`config.mk`:
```
export PLATFORM = sky130hd
export DESIGN_NAME = stby_wake_ctrl
export DESIGN_NICKNAME = d
export VERILOG_FILES = /design/src/rtl/stby_pkg.sv /design/src/rtl/stby_sync.sv /design/src/rtl/stby_wake_arb.sv /design/src/rtl/stby_stab_timer.sv /design/src/rtl/stby_wake_ctrl.sv
export SDC_FILE = /design/constraint.sdc
export NUM_CORES = 1
export LEC_CHECK = 0
export ABC_AREA = 1
export BUFFER_PORTS_ARGS = -buffer_cell sky130_fd_sc_hd__buf_2
export CAP_MARGIN = 30
export CORE_ASPECT_RATIO = 0.7
export CORE_MARGIN = 4
export CORE_UTILIZATION = 45
export CTS_CLUSTER_SIZE = 30
export DETAILED_ROUTE_END_ITERATION = 10
export SETUP_SLACK_MARGIN = 0.15
export SLEW_MARGIN = 5
export SYNTH_ARGS = -nofsm -noshare
export SYNTH_HDL_FRONTEND = slang
export SYNTH_HIERARCHICAL = 1
export SYNTH_SLANG_ARGS = --single-unit
```
`constraint.sdc`:
```
create_clock -name clk_i -period 2.4 [get_ports clk_i]
set_clock_uncertainty 0.2 [all_clocks]
set_input_delay 0.48 -clock clk_i [delete_from_list [all_inputs] [get_ports clk_i]]
set_output_delay 0.48 -clock clk_i [all_outputs]
set_load 0.05 [all_outputs]
```
`src/rtl/stby_pkg.sv`:
```
package stby_pkg;
  typedef enum logic [2:0] {
    ST_RUN, ST_STBY, ST_STAB, ST_RSTH, ST_HWS
  } pmode_e;

  localparam logic [2:0] WK_NONE = 3'd0;
  localparam logic [2:0] WK_NMI  = 3'd1;
  localparam logic [2:0] WK_IRQ0 = 3'd2;
  localparam logic [2:0] WK_RES  = 3'd5;
  localparam logic [2:0] WK_HWS  = 3'd6;
endpackage

```
`src/rtl/stby_sync.sv`:
```
module stby_sync #(
  parameter int          W       = 1,
  parameter logic [W-1:0] RST_VAL = '0
) (
  input  logic         clk_i,
  input  logic         rst_ni,
  input  logic [W-1:0] d_i,
  output logic [W-1:0] q_o
);
  logic [W-1:0] meta_q, sync_q;

  always_ff @(posedge clk_i or negedge rst_ni) begin
    if (!rst_ni) begin
      meta_q <= RST_VAL;
      sync_q <= RST_VAL;
    end else begin
      meta_q <= d_i;
      sync_q <= meta_q;
    end
  end

  assign q_o = sync_q;
endmodule

```
`src/rtl/stby_wake_arb.sv`:
```
module stby_wake_arb #(
  parameter int N_IRQ = 3
) (
  input  logic             hw_i,
  input  logic             res_i,
  input  logic             nmi_i,
  input  logic [N_IRQ-1:0] irq_i,
  output logic             req_o,
  output logic [2:0]       code_o
);
  import stby_pkg::*;

  always_comb begin
    req_o  = hw_i | res_i | nmi_i | (|irq_i);
    code_o = WK_NONE;
    // lowest index wins among IRQs
    for (int i = N_IRQ - 1; i >= 0; i--) begin
      if (irq_i[i]) code_o = WK_IRQ0 + 3'(i);
    end
    if (nmi_i) code_o = WK_NMI;
    if (res_i) code_o = WK_RES;
    if (hw_i)  code_o = WK_HWS;
  end
endmodule

```
`src/rtl/stby_stab_timer.sv`:
```
module stby_stab_timer #(
  parameter int BASE_LOG2 = 13,
  parameter int MAX_STEP  = 5
) (
  input  logic       clk_i,
  input  logic       rst_ni,
  input  logic       load_i,
  input  logic [2:0] sel_i,
  output logic       done_o
);
  localparam int CW = BASE_LOG2 + MAX_STEP + 1;

  logic [CW-1:0] cnt_q;
  logic [2:0]    step;
  logic [CW-1:0] load_val;

  always_comb begin
    step     = (int'(sel_i) > MAX_STEP) ? 3'(MAX_STEP) : sel_i;
    load_val = (CW'(1) << (BASE_LOG2 + int'(step))) - CW'(1);
  end

  always_ff @(posedge clk_i or negedge rst_ni) begin
    if (!rst_ni)            cnt_q <= '0;
    else if (load_i)        cnt_q <= load_val;
    else if (cnt_q != '0)   cnt_q <= cnt_q - CW'(1);
  end

  assign done_o = (cnt_q == '0);
endmodule

```
`src/rtl/stby_wake_ctrl.sv`:
```
module stby_wake_ctrl #(
  parameter int N_IRQ          = 3,
  parameter int STAB_BASE_LOG2 = 13,
  parameter int STAB_MAX_STEP  = 5
) (
  input  logic             clk_i,
  input  logic             rst_ni,
  input  logic             sleep_req_i,
  input  logic             stby_en_i,
  input  logic             hold_bus_i,
  input  logic [2:0]       stab_sel_i,
  input  logic             nmi_i,
  input  logic [N_IRQ-1:0] irq_i,
  input  logic [N_IRQ-1:0] irq_en_i,
  input  logic [N_IRQ-1:0] irq_mask_i,
  input  logic [N_IRQ-1:0] irq_xfer_i,
  input  logic             res_ni,
  input  logic             stby_pin_ni,
  output logic             osc_en_o,
  output logic             cpu_clk_en_o,
  output logic             per_clk_en_o,
  output logic             sci_rst_o,
  output logic             adc_rst_o,
  output logic             bus_hiz_o,
  output logic             cpu_rst_o,
  output logic             rst_exc_o,
  output logic             irq_exc_o,
  output logic [2:0]       wake_code_o,
  output logic             hw_stby_o,
  output logic             in_stby_o
);
  import stby_pkg::*;

  localparam int SW = N_IRQ + 3;

  pmode_e state_q, state_d;
  logic [2:0] code_q, code_d;
  logic hold_q, hold_d;
  logic irq_exc_q, irq_exc_d, rst_exc_q, rst_exc_d;

  logic [SW-1:0] raw_w, sync_w;
  logic nmi_s, res_s_n, hws_s_n;
  logic [N_IRQ-1:0] irq_s, irq_ok;

  assign raw_w = {stby_pin_ni, res_ni, nmi_i, irq_i};

  stby_sync #(
    .W      (SW),
    .RST_VAL({2'b11, {(N_IRQ + 1){1'b0}}})
  ) u_sync (
    .clk_i (clk_i),
    .rst_ni(rst_ni),
    .d_i   (raw_w),
    .q_o   (sync_w)
  );

  assign {hws_s_n, res_s_n, nmi_s, irq_s} = sync_w;
  assign irq_ok = irq_s & irq_en_i & ~irq_mask_i & ~irq_xfer_i;

  logic wk_req;
  logic [2:0] wk_code;

  stby_wake_arb #(.N_IRQ(N_IRQ)) u_arb (
    .hw_i  (~hws_s_n),
    .res_i (~res_s_n),
    .nmi_i (nmi_s),
    .irq_i (irq_ok),
    .req_o (wk_req),
    .code_o(wk_code)
  );

  logic tmr_load, tmr_done;

  stby_stab_timer #(
    .BASE_LOG2(STAB_BASE_LOG2),
    .MAX_STEP (STAB_MAX_STEP)
  ) u_tmr (
    .clk_i (clk_i),
    .rst_ni(rst_ni),
    .load_i(tmr_load),
    .sel_i (stab_sel_i),
    .done_o(tmr_done)
  );

  always_comb begin
    state_d   = state_q;
    code_d    = code_q;
    hold_d    = hold_q;
    irq_exc_d = 1'b0;
    rst_exc_d = 1'b0;
    tmr_load  = 1'b0;
    unique case (state_q)
      ST_RUN: begin
        if (sleep_req_i && stby_en_i) begin
          state_d = ST_STBY;
          hold_d  = hold_bus_i;
        end
      end
      ST_STBY: begin
        if (wk_req) begin
          code_d = wk_code;
          if (wk_code == WK_HWS)      state_d = ST_HWS;
          else if (wk_code == WK_RES) state_d = ST_RSTH;
          else begin
            state_d  = ST_STAB;
            tmr_load = 1'b1;
          end
        end
      end
      ST_STAB: begin
        if (!hws_s_n) begin
          state_d = ST_HWS;
          code_d  = WK_HWS;
        end else if (!res_s_n) begin
          state_d = ST_RSTH;
          code_d  = WK_RES;
        end else if (tmr_done) begin
          state_d   = ST_RUN;
          irq_exc_d = 1'b1;
        end
      end
      ST_RSTH: begin
        if (!hws_s_n) begin
          state_d = ST_HWS;
          code_d  = WK_HWS;
        end else if (res_s_n) begin
          state_d   = ST_RUN;
          rst_exc_d = 1'b1;
        end
      end
      ST_HWS:  state_d = ST_HWS;
      default: state_d = ST_RUN;
    endcase
  end

  always_ff @(posedge clk_i or negedge rst_ni) begin
    if (!rst_ni) begin
      state_q   <= ST_RUN;
      code_q    <= WK_NONE;
      hold_q    <= 1'b0;
      irq_exc_q <= 1'b0;
      rst_exc_q <= 1'b0;
    end else begin
      state_q   <= state_d;
      code_q    <= code_d;
      hold_q    <= hold_d;
      irq_exc_q <= irq_exc_d;
      rst_exc_q <= rst_exc_d;
    end
  end

  logic asleep;
  assign asleep = (state_q == ST_STBY) || (state_q == ST_STAB);

  assign osc_en_o     = (state_q == ST_RUN) || (state_q == ST_STAB) || (state_q == ST_RSTH);
  assign cpu_clk_en_o = (state_q == ST_RUN) || (state_q == ST_RSTH);
  assign per_clk_en_o = cpu_clk_en_o;
  assign sci_rst_o    = asleep || (state_q == ST_HWS);
  assign adc_rst_o    = sci_rst_o;
  assign bus_hiz_o    = (state_q == ST_HWS) || (asleep && !hold_q);
  assign cpu_rst_o    = (state_q == ST_RSTH);
  assign rst_exc_o    = rst_exc_q;
  assign irq_exc_o    = irq_exc_q;
  assign wake_code_o  = code_q;
  assign hw_stby_o    = (state_q == ST_HWS);
  assign in_stby_o    = (state_q == ST_STBY);
endmodule

```
==> flow_summary.toml, run 1 <==
[grt]
grt_first_pass_wirelength_mm = 11.7
grt_max_degree = 19
grt_usage = 0.203
grt-ovfl-total = 0
grt_pass1_vias = 2423
antenna_found_initial = 0

[sta]
worst_pin_slew_ps = 405
drv_slew = 0
finalSetupViolations = 0
timing.slew.headroom = 0.730
hold_violations = 0
rsz0062_at_grt = "true"
fmax_mhz = 464
fin_crit_sh = 0.897
final.min_clock_period_ps = 2150

[power_and_ir_drop]
power_density_nw_per_um2 = 403
peakVddDrop_v = 0.000326
total_power_uw = 1410
cellLeakagePower_uw = 0.00173

[setup_path]
crit_chain = "inv_2 > nand2_4 > nor2_4 > inv_2 > nand2_1 > inv_1 > o21ai_2 > buf_6"
critPathKind = "flop to output pin"
reg2reg_from = "u_sync/q_o[1]"
cp_num_buf_inv = 4
critPathLaunch = "state_q[2]"
crit_top_cell = "inv_2"
worstPathMaxFanout = 5
crit_family = "flip-flops"
cp-end-kind = "output pin"
critPathRequiredTime_ps = 1720
critical_path.slowest_cell = "dfrtp_1"
crit_cells = 8
worstRegToRegCells = 11
cp.arrival_ps = 1470
startpoint_type = "flop"
r2r_slack_ps = 270
worstSetupEndpoint = "bus_hiz_o"
critPathMaxStageDelay_ps = 400
r2r_end = "u_tmr/cnt_q[17]"

[die]
initial_core_util = 0.468
die_h_um = 72.7
boundaryPins = 37
core_um2 = 5760
die_w_um = 100
die_area_um2 = 7300
rows = 23

[route]
wl_mm = 7.13
via_count = 2667
drt-initial-drc-count = 124
via_per_inst = 5.02
route.detailed.drc = 0
first_pass_iters = 4
drtAntennaViolNets = 0
post_drt_wl_per_cell_um = 13.4

[final_layout]
insertedDiodeCount = 0
fillers = 552
final_nets = 481
layoutNonFillerInstCount = 531
syn_to_final_growth_pct = 30.3
drive_gt1_frac = 0.329

[clocking]
cts_buffer_depth = 2
clk_pin_slew_ps = 80
htreeDepth = 2
cts_made_buffers = 5
clock_sinks = 40
worstSkewPairLatency_ps = 280
root_buffer = "clkbuf_8"
cts_tree = "done"

[yosys]
synth_top_area_frac = 0.335
synth_area_um2 = 2690
synth_cells = 382
ys_async_sr_fraction = 1.00
yosysUniqueCellTypes = 39
synth.avg_cell_area_um2 = 7.05
ys_seq_area_frac = 0.374
ys.flop_type = "dfrtp_1"
synth-edff-count = 0
syn_nets = 408
yosys.area.top_type = "dfrtp_1"
ys_top_cells_by_area = "dfrtp_1, nand2_1, inv_1, nor2_1, nand3_1"
synth-seq-cells = 40
yosys_warnings = 6

[status]
status = "finished, final reports clean"

[place]
port_buffers = 36
gp_congestion = 0.907
dpl.hpwl_mm = 5.73
place_inst = 512

[flow_run]
drv_cap = 0

[min_path]
min_path_type = "input pin to flop"
## metrics by stage
step                TNS, ps  hold slack [ps]  setup slack (ps)  instance area [um2]  utilization
finish                    0             92.2               246                 3510        0.609
global route              0             74.1              69.3                 3510        0.609
CTS                       0             77.5               107                 3280        0.570
detailed placement     -761              136              -107                 3150        0.547
global placement      -8.13              134             -8.13                 3150        0.547
floorplan                 0            -15.6               138                 2730            -
## cell type report
type	instances	area [um2]	area share
clock buffer	6	72.6	0.0207
clock inverter	2	35.0	0.00999
inverter	57	221	0.0631
multi-input combinational	277	1590	0.452
sequential	40	1010	0.288
tap	75	93.8	0.0268
timing repair buffer	74	490	0.140
## routing by layer
metal  track usage  vias up  share of wire
li1              -     1377              -
met5             0        -              0
met4        0.0254        0         0.0021
met3        0.0458        2          0.073
met2         0.276       86           0.40
met1         0.329     1202           0.53
## worst register-to-register path: stages, from the launching register on
cell	delay (ps)
dfrtp_1	350
nand2_1	80
nor3_4	180
nand2_1	100
a21oi_2	140
inv_2	70
nand3_1	110
nand2_2	90
nor3_4	160
buf_6	220
nand3_1	150
a21oi_1	210
## power by group
group,internal [uW],switching [uW],leakage [uW]
clock,309,225,0.0000552
sequential,686,4.02,0.000461
combinational,77.0,111,0.00121
total,1070,340,0.00173
## how the worst min path moves through the flow
stage / from / to / slack (ps) / depth (start not counted)
after global placement: u_sync/meta_q[2] / u_sync/q_o[2] / 130 / 0
after global routing: stby_pin_ni / u_sync/meta_q[5] / 70 / 1
final: stby_pin_ni / u_sync/meta_q[5] / 90 / 1
after CTS: stby_pin_ni / u_sync/meta_q[5] / 80 / 1
after floorplan: rst_ni / hold_q / -20 / 0
after detailed placement: u_sync/meta_q[0] / u_sync/q_o[0] / 140 / 0
## Yosys cell counts (3+ instances only)
library cell,count
dfstp_2,4
xor2_1,6
nor2_1,50
nand2_1,83
nand3_2,3
nor2_2,9
o21ai_0,20
nor3_1,13
nand3_1,31
o21ai_1,5
a21oi_1,16
nand4_1,10
ha_1,3
inv_2,4
nor2_4,5
inv_1,51
dfrtp_1,36
buf_4,4
## layout by cell type, fill, tap and decap left out, types with 2 or more instances in the layout
master	n
nor2_1	45
nand2_2	7
buf_6	4
xor2_1	6
a21oi_2	3
o21ai_1	5
or2_2	2
nand2_1	76
buf_4	36
a211oi_1	2
buf_2	33
dfrtp_2	2
nand2_4	4
nand3_1	30
nand3_2	4
o21bai_1	2
dfrtp_1	34
inv_2	9
clkbuf_8	5
inv_1	46
nor3_2	2
nor2_2	8
o21ai_0	18
nand4_1	10
ha_4	2
a21oi_1	14
nor3_4	4
nor2_4	11
dfstp_2	4
o21ai_2	2
nor3_1	9
## registers in the layout, indices dropped and copies added (netlist names)
signal	cells
u_tmr/cnt_q	19
u_sync/meta_q	6
u_sync/q_o	6
state_q	3
wake_code_o	3
hold_q	1
irq_exc_o	1
rst_exc_o	1
## cell families (layout without fill, tap and decap cells)
family	Yosys count	in the layout	share of synthesized area
adders and majority gates	3	3	0.0139
xor gates and xnor gates	7	7	0.0228
and+or+nand+nor	216	216	0.381
AOI/OAI and AO/OA	51	51	0.106
DFF	40	40	0.374
buffers and inverters	65	139	0.102
## timing repair
action | 4_1_cts | 5_1_grt
hold buffers | 1 | 0
setup buffers | 0 | 10
pin swaps | 0 | 11
setup endpoints to repair | 7 | 29
hold endpoints to repair | 13 | 0
gates resized for setup | 3 | 47
No activity file was read; power rests on OpenSTA's default activity.
==> run 2: changes to the inputs <==
--- a/config.mk
+++ b/config.mk
@@ -7,12 +7,13 @@
 export LEC_CHECK = 0
 export ABC_AREA = 1
 export BUFFER_PORTS_ARGS = -buffer_cell sky130_fd_sc_hd__buf_2
-export CAP_MARGIN = 30
-export CORE_ASPECT_RATIO = 0.7
+export CAP_MARGIN = 20
+export CORE_ASPECT_RATIO = 1.75
 export CORE_MARGIN = 4
 export CORE_UTILIZATION = 45
 export CTS_CLUSTER_SIZE = 30
 export DETAILED_ROUTE_END_ITERATION = 10
+export GPL_TIMING_DRIVEN = 0
 export SETUP_SLACK_MARGIN = 0.15
 export SLEW_MARGIN = 5
 export SYNTH_ARGS = -nofsm -noshare
==> flow_summary.toml, run 2 (synthesis gave the netlist of run 1 again) <==
[grt]
grt_pass1_vias = 2773
met3_usage = 0.0243
antenna_found_initial = 0
grtUsageMet1 = 0.182
grt_util_met2 = 0.444
grt_usage = 0.217
grt-ovfl-total = 0
grt_max_degree = 41
grt_first_pass_wirelength_mm = 11.9
grt_busiest_layer = "met2"

[setup_path]
critical_path.slowest_cell = "dfrtp_1"
cp.arrival_ps = 2330
worstSetupEndpoint = "u_tmr/cnt_q[2]"
crit_chain = "nand2_2 > nor3_4 > nand2_1 > a21oi_2 > inv_2 > nand3_4 > nand2_2 > nor3_2 > buf_4 > inv_4 > nand4_1 > buf_6 > clkinvlp_4 > a21oi_1"
crit_family = "simple AND/OR/NAND/NOR gates"
r2r_slack_ps = 100
worstRegToRegCells = 14
r2r_end = "u_tmr/cnt_q[2]"
worstPathMaxFanout = 5
reg2reg_from = "u_sync/q_o[1]"
crit_cells = 14
cp_num_buf_inv = 5
critPathRequiredTime_ps = 2430
critPathKind = "flop to flop"
crit_top_cell = "nand2_2"
startpoint_type = "flop"
critPathLaunch = "u_sync/q_o[1]"
critPathMaxStageDelay_ps = 340
cp-end-kind = "flop"

[sta]
finalSetupViolations = 0
rsz0062_at_grt = "true"
fmax_mhz = 436
worst_pin_slew_ps = 860
fin_crit_sh = 0.956
setup_ws_ps = 105
final.min_clock_period_ps = 2300
timing.slew.headroom = 0.426
drv_slew = 0
hold_violations = 0

[die]
boundaryPins = 37
die_w_um = 66.5
core_um2 = 5830
die_area_um2 = 7330
initial_core_util = 0.461
die_h_um = 110
rows = 37

[final_layout]
insertedDiodeCount = 0
regMostFlops = "u_tmr/cnt_q"
final_cell_mix = "nand2_1, nor2_1, inv_1"
drive_gt1_frac = 0.375
final_common_cell = "nand2_1"
syn_to_final_growth_pct = 34.9
final_nets = 478
largest_reg_flops = 19

[route]
wl_mm = 7.80
via_count = 2840
via_per_inst = 5.35
first_pass_iters = 4
post_drt_wl_per_cell_um = 14.7
route.detailed.drc = 0
drtAntennaViolNets = 0
drt-initial-drc-count = 106

[clocking]
cts_hold_buf = 0
cts_buffer_depth = 2
clk_pin_slew_ps = 80
htreeDepth = 2
worstSkewPairLatency_ps = 300
clock_sinks = 40
cts_made_buffers = 5
root_buffer = "clkbuf_8"
cts_tree = "done"

[place]
pre_cts_ws_ps = -442
gp_congestion = 0.928
port_buffers = 35
dpl.hpwl_mm = 5.60

[flow_run]
drv_cap = 0

[min_path]
min_path_type = "input pin to flop"

[power_and_ir_drop]
total_power_uw = 1450
peakVddDrop_v = 0.000238
power_density_nw_per_um2 = 400
cellLeakagePower_uw = 0.00174

[status]
status = "finished, final reports clean"
[run 2: cell types whose count changed in the layout (fill, tap and decap cells not counted), moves of 4 or more]
| cell | before | now |
|---|---|---|
| buf_4 | 36 | 27 |
| a21oi_1 | 14 | 9 |
| a21oi_2 | 3 | 8 |
| nand2_2 | 7 | 12 |
| nand2_1 | 76 | 72 |
[run 2: what timing repair did]
item                       4_1_cts  5_1_grt
pin swaps                        6       16
setup endpoints to repair       26       26
gates cloned                     0        2
buffers inserted                14       12
resized for setup               28       66
[run 2: stage by stage]
step | util | cells | TNS (ps) | hold WS [ps] | instance area (um2)
global placement | 0.514 | 495 | -6570 | 134 | 3000
finish | 0.622 | 531 | 0 | 69.2 | 3630
floorplan | - | 382 | 0 | -15.6 | 2730
CTS | 0.566 | 517 | 0 | 54.8 | 3300
global route | 0.622 | 531 | -313 | 56.1 | 3630
detailed placement | 0.514 | 495 | -7000 | 137 | 3000
[run 2: layout make-up]
class	count	area (um2)
Timing Repair Buffer	62	442
Inverter	57	236
Timing Repair inverter	1	7.51
Multi-Input combinational cell	277	1650
Tap cell	78	97.6
Clock inverter	3	47.5
Fill cell	569	2200
Buffer	8	72.6
Clock buffer	5	68.8
Sequential cell	40	1010
[run 2: where the power goes]
group | internal (uW) | total (uW) | switching [uW]
Combinational | 75.9 | 199 | 123
Clock | 313 | 563 | 250
Sequential | 686 | 690 | 3.93
Total | 1080 | 1450 | 377
[run 2: worst min path at each step]
| stage | depth (start not counted) | end | slack [ps] | from |
|---|---|---|---|---|
| floorplan | 0 | hold_q | -20 | rst_ni |
| global placement | 0 | u_sync/q_o[0] | 130 | u_sync/meta_q[0] |
| detailed placement | 0 | u_sync/q_o[2] | 140 | u_sync/meta_q[2] |
| CTS | 1 | u_sync/meta_q[5] | 50 | stby_pin_ni |
| global route | 1 | u_sync/meta_q[5] | 60 | stby_pin_ni |
| finish | 1 | u_sync/meta_q[5] | 70 | stby_pin_ni |
[run 2: layer usage]
layer	wire, um	up-vias
met2	4600	106
met5	0	-
met1	2390	1315
li1	-	1379
met3	258	40
met4	554	0
==> run 3: changes to the inputs <==
==> constraint.sdc (replaced) <==
create_clock -name clk_i -period 2.4 [get_ports clk_i]
set_clock_uncertainty 0.2 [all_clocks]
set_input_delay 0 -clock clk_i [delete_from_list [all_inputs] [get_ports clk_i]]
set_output_delay 0 -clock clk_i [all_outputs]
set_load 0.05 [all_outputs]
==> flow_summary.toml, run 3 (synthesis gave the netlist of run 1 again) <==
[final_layout]
insertedDiodeCount = 0
syn_to_final_growth_pct = 32.1
drive_gt1_frac = 0.305
fillers = 559
final_nets = 477
postLayoutCoreUtil = 0.610
regMostFlops = "u_tmr/cnt_q"
layoutNonFillerInstCount = 530
final_cell_mix = "nand2_1, nor2_1, inv_1"
final_common_cell = "nand2_1"
largest_reg_flops = 19

[grt]
grt_first_pass_wirelength_mm = 11.6
grt_pass1_vias = 2769
antenna_found_initial = 0
grt_usage = 0.207
grt-ovfl-total = 0
grt_max_degree = 41

[setup_path]
r2r_end = "u_tmr/cnt_q[0]"
critPathMaxStageDelay_ps = 340
worstPathMaxFanout = 5
cp-end-kind = "flop"
critPathKind = "flop to flop"
critPathRequiredTime_ps = 2380
reg2reg_from = "u_sync/q_o[1]"
critPathLaunch = "u_sync/q_o[1]"
worstRegToRegCells = 14
r2r_slack_ps = 110
worstSetupEndpoint = "u_tmr/cnt_q[0]"
crit_cells = 14
cp.arrival_ps = 2270
startpoint_type = "flop"
critical_path.slowest_cell = "dfrtp_1"
cp_num_buf_inv = 5
crit_chain = "nand2_2 > nor3_4 > nand2_1 > a21oi_2 > inv_2 > nor3_4 > nor3_2 > buf_4 > inv_4 > nand4_1 > buf_4 > buf_6 > o21ai_1 > o21ai_1"
crit_family = "simple AND/OR/NAND/NOR gates"

[sta]
timing.hold.ws_ps = 27.2
finalSetupViolations = 0
drv_slew = 0
setup_ws_ps = 113
rsz0062_at_grt = "true"
fin_crit_sh = 0.953
timing.slew.headroom = 0.429
final.min_clock_period_ps = 2290
hold_violations = 0
fmax_mhz = 437
worst_pin_slew_ps = 857

[route]
first_pass_iters = 4
drt-initial-drc-count = 101
via_per_inst = 5.12
post_drt_wl_per_cell_um = 13.8
route.detailed.drc = 0
wl_mm = 7.33
via_count = 2716
drtAntennaViolNets = 0

[power_and_ir_drop]
power_density_nw_per_um2 = 425
peakVddDrop_v = 0.000263
cellLeakagePower_uw = 0.00172

[die]
die_area_um2 = 7330
core_um2 = 5830
boundaryPins = 37
rows = 37
die_h_um = 110
die_w_um = 66.5
initial_core_util = 0.461

[clocking]
cts_buffer_depth = 2
cts_made_buffers = 5
clock_sinks = 40
cts_tree = "done"
root_buffer = "clkbuf_8"
clk_pin_slew_ps = 80
htreeDepth = 2
worstSkewPairLatency_ps = 290

[place]
port_buffers = 35
gp_congestion = 0.885
pre_cts_ws_ps = -360
dpl.hpwl_mm = 5.56
place_inst = 495

[flow_run]
drv_cap = 0

[status]
status = "finished, final reports clean"

[min_path]
min_path_type = "input pin to flop"
## run 3: cell count changes in the layout (fill, tap and decap cells not counted), moves of 5 or more
cell and delta:
dlygate4sd3_1 +12, buf_4 -12, buf_6 -5, nand2_2 -6, buf_2 +5, nand2_1 +6
## run 3: area by class of cell
class | instances | area [um2] | area share
repair buffers | 61 | 434 | 0.122
repair inverters | 1 | 7.51 | 0.00211
clock inverters | 2 | 60.1 | 0.0169
plain buffers | 8 | 68.8 | 0.0194
multi-input cells | 277 | 1580 | 0.444
well taps | 78 | 97.6 | 0.0274
inverters | 57 | 229 | 0.0644
flip-flops and latches | 40 | 1010 | 0.283
clock buffers | 6 | 72.6 | 0.0204
## run 3: repair_timing
action / in CTS / in global routing
resized for setup: 15 / 44
buffers inserted: 7 / 6
endpoints found under the setup margin: 22 / 22
pin swaps: 5 / 20
hold endpoints to repair: 46 / 0
gates cloned: 0 / 2
hold buffers: 12 / 0
## run 3: worst min-delay path by stage
stage | slack, ps | startpoint | endpoint | depth (start not counted)
detailed placement | -90 | stby_pin_ni | u_sync/meta_q[5] | 1
global placement | -90 | stby_pin_ni | u_sync/meta_q[5] | 1
finish | 30 | stby_en_i | state_q[2] | 5
CTS | 1 | stab_sel_i[1] | u_tmr/cnt_q[6] | 5
floorplan | -500 | rst_ni | hold_q | 0
global route | 40 | stab_sel_i[1] | u_tmr/cnt_q[6] | 5
## run 3: worst reg2reg max path, stage by stage, from the launching register on
cell and delay [ps]:
dfrtp_1 340, nand2_2 60, nor3_4 230, nand2_1 90
a21oi_2 160, inv_2 70, nor3_4 190, nor3_2 50
buf_4 150, inv_4 50, nand4_1 120, buf_4 190
buf_6 130, o21ai_1 60, o21ai_1 70
## run 3: routing by layer
layer  track usage  part of all wire  wire, um
met1         0.180              0.32      2350
met2         0.426              0.61      4450
met3        0.0193             0.028       203
met4         0.124             0.044       323
met5             0                 0         0
## run 3: through the flow
step	power, uW	TNS (ps)	instance area [um2]
finish	1510	0	3560
global route	1570	0	3560
CTS	1510	0	3330
detailed placement	850	-4430	2960
global placement	848	-4570	2960
floorplan	792	0	2690
## run 3: power breakdown
part	leakage [uW]	switching (uW)	internal, uW
logic	0.00119	111	67.9
clock network	0.0000654	228	416
registers	0.000464	3.52	686
